**config.mk**
```make
export PLATFORM = sky130hd
export DESIGN_NAME = hw_lock_bank
export DESIGN_NICKNAME = d
export VERILOG_FILES = /design/src/rtl/hwlock_pkg.sv /design/src/rtl/hwlock_decode.sv /design/src/rtl/hwlock_cell.sv /design/src/rtl/hwlock_rdmux.sv /design/src/rtl/hw_lock_bank.sv
export SDC_FILE = /design/constraint.sdc
export NUM_CORES = 2
export LEC_CHECK = 0
export ABC_AREA = 1
export BUFFER_PORTS_ARGS = -buffer_cell sky130_fd_sc_hd__buf_2
export CORE_ASPECT_RATIO = 1.75
export CORE_MARGIN = 5
export CORE_UTILIZATION = 50
export CTS_BUF_LIST = sky130_fd_sc_hd__clkbuf_4
export CTS_CLUSTER_SIZE = 10
export DETAILED_ROUTE_END_ITERATION = 16
export PLACE_DENSITY_LB_ADDON = 0.08
export SYNTH_ARGS = -nofsm -noshare
export SYNTH_HDL_FRONTEND = slang
export SYNTH_SLANG_ARGS = --single-unit
```
**constraint.sdc**
```tcl
create_clock -name clk -period 2.6 [get_ports clk]
set_input_delay 0.52 -clock clk [delete_from_list [all_inputs] [get_ports clk]]
set_output_delay 0.52 -clock clk [all_outputs]
set_load 0.01 [all_outputs]
```
**src/rtl/hwlock_pkg.sv**
```systemverilog
package hwlock_pkg;

    localparam int WORD_W = 32;

    typedef logic [WORD_W-1:0] word_t;

    localparam word_t LOCK_FREE  = 32'd0;
    localparam word_t LOCK_TAKEN = 32'd1;

    typedef enum logic [1:0] {
        OP_NONE  = 2'd0,
        OP_READ  = 2'd1,
        OP_WRITE = 2'd2
    } op_e;

    // Value a lock word takes after an access that hits it.
    function automatic word_t lock_update(op_e op, word_t cur, word_t wd);
        word_t nxt;
        case (op)
            OP_READ:  nxt = LOCK_TAKEN;
            OP_WRITE: nxt = wd;
            default:  nxt = cur;
        endcase
        return nxt;
    endfunction

endpackage

```
**src/rtl/hwlock_decode.sv**
```systemverilog
module hwlock_decode
    import hwlock_pkg::*;
#(
    parameter int NUM_LOCKS = 32,
    parameter int ADDR_W    = 8,
    localparam int IDX_W    = ADDR_W - 2
) (
    input  logic                 sel,
    input  logic                 we,
    input  logic [ADDR_W-1:0]    addr,
    output logic [NUM_LOCKS-1:0] hit,
    output logic [IDX_W-1:0]     idx,
    output logic                 in_range,
    output op_e                  op
);

    logic unused_byte_lane;
    assign unused_byte_lane = ^addr[1:0];

    assign idx      = addr[ADDR_W-1:2];
    assign in_range = (int'(idx) < NUM_LOCKS);

    always_comb begin
        if (!sel)    op = OP_NONE;
        else if (we) op = OP_WRITE;
        else         op = OP_READ;
    end

    for (genvar i = 0; i < NUM_LOCKS; i++) begin : g_hit
        assign hit[i] = sel && in_range && (int'(idx) == i);
    end

endmodule

```
**src/rtl/hwlock_cell.sv**
```systemverilog
module hwlock_cell
    import hwlock_pkg::*;
(
    input  logic  clk,
    input  logic  rst,
    input  logic  hit,
    input  op_e   op,
    input  word_t wdata,
    output word_t value
);

    always_ff @(posedge clk) begin
        if (rst) begin
            value <= LOCK_FREE;
        end else if (hit) begin
            value <= lock_update(op, value, wdata);
        end
    end

endmodule

```
**src/rtl/hwlock_rdmux.sv**
```systemverilog
module hwlock_rdmux
    import hwlock_pkg::*;
#(
    parameter int NUM_LOCKS = 32,
    parameter int IDX_W     = 6
) (
    input  word_t [NUM_LOCKS-1:0] values,
    input  logic  [IDX_W-1:0]     idx,
    input  logic                  in_range,
    output word_t                 data
);

    always_comb begin
        data = LOCK_FREE;
        for (int i = 0; i < NUM_LOCKS; i++) begin
            if (in_range && (int'(idx) == i)) data = values[i];
        end
    end

endmodule

```
**src/rtl/hw_lock_bank.sv**
```systemverilog
module hw_lock_bank
    import hwlock_pkg::*;
#(
    parameter int NUM_LOCKS = 32,
    parameter int ADDR_W    = 8
) (
    input  logic              clk,
    input  logic              rst,
    input  logic              bus_sel,
    input  logic [ADDR_W-1:0] bus_addr,
    input  logic              bus_we,
    input  logic [31:0]       bus_wdata,
    output logic [31:0]       bus_rdata,
    output logic              bus_ready
);

    localparam int IDX_W = ADDR_W - 2;

    logic [NUM_LOCKS-1:0]  hit;
    logic [IDX_W-1:0]      idx;
    logic                  in_range;
    op_e                   op;
    word_t [NUM_LOCKS-1:0] values;
    word_t                 mux_data;
    word_t                 rdata_q;
    logic                  ready_q;

    hwlock_decode #(.NUM_LOCKS(NUM_LOCKS), .ADDR_W(ADDR_W)) u_dec (
        .sel      (bus_sel),
        .we       (bus_we),
        .addr     (bus_addr),
        .hit      (hit),
        .idx      (idx),
        .in_range (in_range),
        .op       (op)
    );

    for (genvar i = 0; i < NUM_LOCKS; i++) begin : g_cell
        hwlock_cell u_cell (
            .clk   (clk),
            .rst   (rst),
            .hit   (hit[i]),
            .op    (op),
            .wdata (bus_wdata),
            .value (values[i])
        );
    end

    hwlock_rdmux #(.NUM_LOCKS(NUM_LOCKS), .IDX_W(IDX_W)) u_mux (
        .values   (values),
        .idx      (idx),
        .in_range (in_range),
        .data     (mux_data)
    );

    // The old value is captured at the same edge that writes TAKEN.
    always_ff @(posedge clk) begin
        if (rst) begin
            ready_q <= 1'b0;
            rdata_q <= LOCK_FREE;
        end else begin
            ready_q <= bus_sel;
            rdata_q <= (op == OP_READ) ? mux_data : LOCK_FREE;
        end
    end

    assign bus_rdata = rdata_q;
    assign bus_ready = ready_q;

endmodule

```
==> metrics.md <==
| Metric | Value |
|---|---|
| CP arrival | `3840 ps` |
| Initial core utilization | `0.503` |
| DRC | `0` |
| Failing checks | `setup timing` |
| Top FF cell, synth | `dfxtp_1` |
| Worst slew pin tran | `879 ps` |
| Most common cell after layout, fill and taps aside | `nand2_1` |
| DR pass1 iterations | `6` |
| Largest stage delay, worst path | `320 ps` |
| Synth Area in Adders | `0` |
| FF-to-FF Start | `g_cell[2].u_cell.value[17]` |
| Fin area | `0.0538 sq mm` |
| CTS root buf | `clkbuf_4` |
| Max Root-Sink Buffers | `3` |
| Share of cells above drive strength 1 | `0.175` |
| Worst hold start | `bus_addr[7]` |
| Post-synthesis compound-gate area fraction | `0.130` |
| Setup CP Type | `reg2reg` |
| Number of global-route vias before repair | `42100` |
| Post-Route WL | `156000 um` |
| Post-CTS setup buffer count | `0` |
| Synth Area per Inst | `6.65 sq um` |
| CP startpoint kind | `register` |
| Status | `finished with violations` |
| Largest family of logic cells by synthesized area | `simple AND/OR/NAND/NOR gates` |
| Vias | `44600` |
| CTS tree | `yes` |
| Number of synthesized flops with an enable pin | `0` |
| CP cell instances | `inv_1 > nor2_1 > nor2_4 > nand4_1 > nand2_1 > nand4_1 > nand2_2 > nand4_1 > nor2_4 > buf_6 > nand4_1 > nor2_1 > nand4_1 > nor2_1 > nand4_1 > nor2_2 > nand4_1 > nor2_1 > nor2_1` |
| Leakage | `0.0194 uW` |
| Setup ws final | `-205 ps` |
| Ports | `77` |
| Setup crit end kind | `register` |
| Worst Skew | `38.3 ps` |
| Antenna viol nets, final | `0` |
| # setup viols final | `18` |
| Slew HR | `0.414` |
| Die W | `236 um` |
| Post-synth cell types | `22` |
| Net count after synthesis | `6790` |
| Initial antenna violation count | `4` |
| Sequential area share after synthesis | `0.472` |
| CP dominant cell by count | `nand4_1` |
| NumNets Final | `7074` |
| Post-route setup TNS | `-1610 ps` |
| Clock slew at the register clock pins of the worst setup and hold paths | `70 ps` |
| Die Height | `406 um` |
| Final min period | `2800 ps` |
| Clock Sinks | `1057` |
| Commonest non-fill, non-tap cells in the layout | `2827 x nand2_1, 1092 x a21oi_1, 1023 x dfxtp_1, 349 x clkbuf_4, 348 x buf_4` |
| Core Area | `0.0891 sq mm` |
| Hold WC Path Type | `in2reg` |
| PD cells | `573 mW/mm^2` |
| Crit path max-delay cell type | `dfxtp_1` |
| Max Slew Vio Count | `0` |
| DR iter-0 viols | `3946` |
| Peak supply drop | `0.461 mV` |
| Final HPWL DP | `98300 um` |
| Row count | `145` |
| Total GRT Usage | `0.314` |
| Layout fillers | `8414` |
| Critical Path Fanout Max | `2` |
| Max Cap Viol | `0` |
| Vias per inst | `5.33` |
| Syn-to-layout area delta | `20.1%` |
| Avg WL per Cell | `18.6 um` |
| Critical path required time | `3630 ps` |
| Largest net degree at the start of global routing | `178` |
| Synth Area in XOR/XNOR | `0` |
| Area post-placement | `0.0495 sq mm` |
| Worst setup startpoint | `g_cell[2].u_cell.value[17]` |
| First-pass GRT wire length | `239000 um` |
| Synth Register Bits | `1057` |
| CTS H-tree lvls | `4` |
| RePlAce Congestion | `0.885` |
| Tcrit/Tclk final | `1.08` |
| GRT overflow | `0` |
| Mux cell area share after synthesis | `0` |
| Synth Cell Area | `0.0448 sq mm` |
| Die area | `0.0960 sq mm` |
| RSZ-0062 raised after global routing | `yes` |
| Synth Area in Simple Gates | `0.326` |
| Worst path bufs/invs | `2` |
| WHS | `158 ps` |
| TritonCTS Buffers | `238` |
| Final Util | `0.604` |
| Synth warnings | `0` |
| Worst-skew pair later-pin latency | `1160 ps` |
| Synth async-reset ratio | `0` |
| Final Hold Vio Count | `0` |
| FMAX | `0.357 GHz` |
| Syn Inst Count | `6746` |
| Port Buffers | `74` |
| Delay-heaviest family, CP | `simple AND/OR/NAND/NOR gates` |
-- worst min-delay path, stage by stage --
cell and delay, ps:
buf_2 120, buf_4 120, nor2_2 50, buf_4 150, nand2_1 120, o21ai_0 80, a21oi_1 100
-- cell families after synthesis --
| family | Yosys count |
|---|---|
| and+or+nand+nor | 3668 |
| buffers and inverters | 863 |
| DFF | 1057 |
| AOI/OAI and AO/OA | 1158 |
-- state kept, by name (all words and copies together), names as in the netlist --
signal               cells
bus_ready                1
g_cell.u_cell.value   1024
bus_rdata               32
-- metal layers --
metal | GRT usage | vias to the layer above | share of wire
li1 | - | 21900 | -
met1 | 0.391 | 20900 | 0.40
met2 | 0.530 | 1543 | 0.48
met3 | 0.0503 | 320 | 0.064
met4 | 0.154 | 0 | 0.052
met5 | 0 | - | 0
-- final timing paths --
path / slack [ps] / depth (start not counted) / to
hold reg to reg: 450 / 2 / g_cell[31].u_cell.value[0]
hold / removal: 160 / 7 / g_cell[30].u_cell.value[0]
setup reg to reg: -200 / 19 / bus_rdata[17]
setup / recovery: -200 / 19 / bus_rdata[17]
-- cell type report --
| type | instances | area (sq um) | share of cell area |
|---|---|---|---|
| Multi-Input combinational cell | 4826 | 21600 | 0.401 |
| Clock buffer | 349 | 2620 | 0.0487 |
| Antenna cell | 4 | 10.0 | 0.000186 |
| Sequential cell | 1057 | 21200 | 0.394 |
| Clock inverter | 54 | 323 | 0.00600 |
| Tap cell | 1176 | 1470 | 0.0273 |
| Inverter | 338 | 1270 | 0.0236 |
| Timing Repair Buffer | 569 | 5360 | 0.0995 |
-- report_power, final --
group,internal (uW),leakage (uW),switching [uW]
logic,427,0.00914,1140
clock network,6460,0.00175,6580
registers,16200,0.00853,20.7
-- what timing repair did --
item,in CTS,in global routing
resized for setup,163,120
hold buffers,54,0
endpoints found under the setup margin,29,32
hold endpoints to repair,1030,0
pin swaps,76,105
-- synth_stat cells, types with 6 or more instances --
| library cell | n | area share |
|---|---|---|
| or2_2 | 70 | 0.0098 |
| inv_2 | 8 | 0.00067 |
| dfxtp_1 | 1057 | 0.47 |
| buf_1 | 34 | 0.0028 |
| nand4_1 | 195 | 0.027 |
| nand3_1 | 91 | 0.010 |
| o21ai_0 | 61 | 0.0068 |
| nor2_1 | 379 | 0.032 |
| nor2_2 | 6 | 0.00084 |
| inv_1 | 326 | 0.027 |
| a21oi_1 | 1092 | 0.12 |
| clkbuf_1 | 473 | 0.040 |
| nand2_1 | 2914 | 0.24 |
| buf_2 | 16 | 0.0018 |
-- metrics by stage --
step	cells	power (uW)	worst slack (ps)
detailed placement	7912	18100	-1290
global placement	7912	18100	-1290
finish	8373	30800	-205
CTS	8369	31100	-244
floorplan	6746	17300	155
global route	8373	32000	-345
No activity file was read; power rests on OpenSTA's default activity.
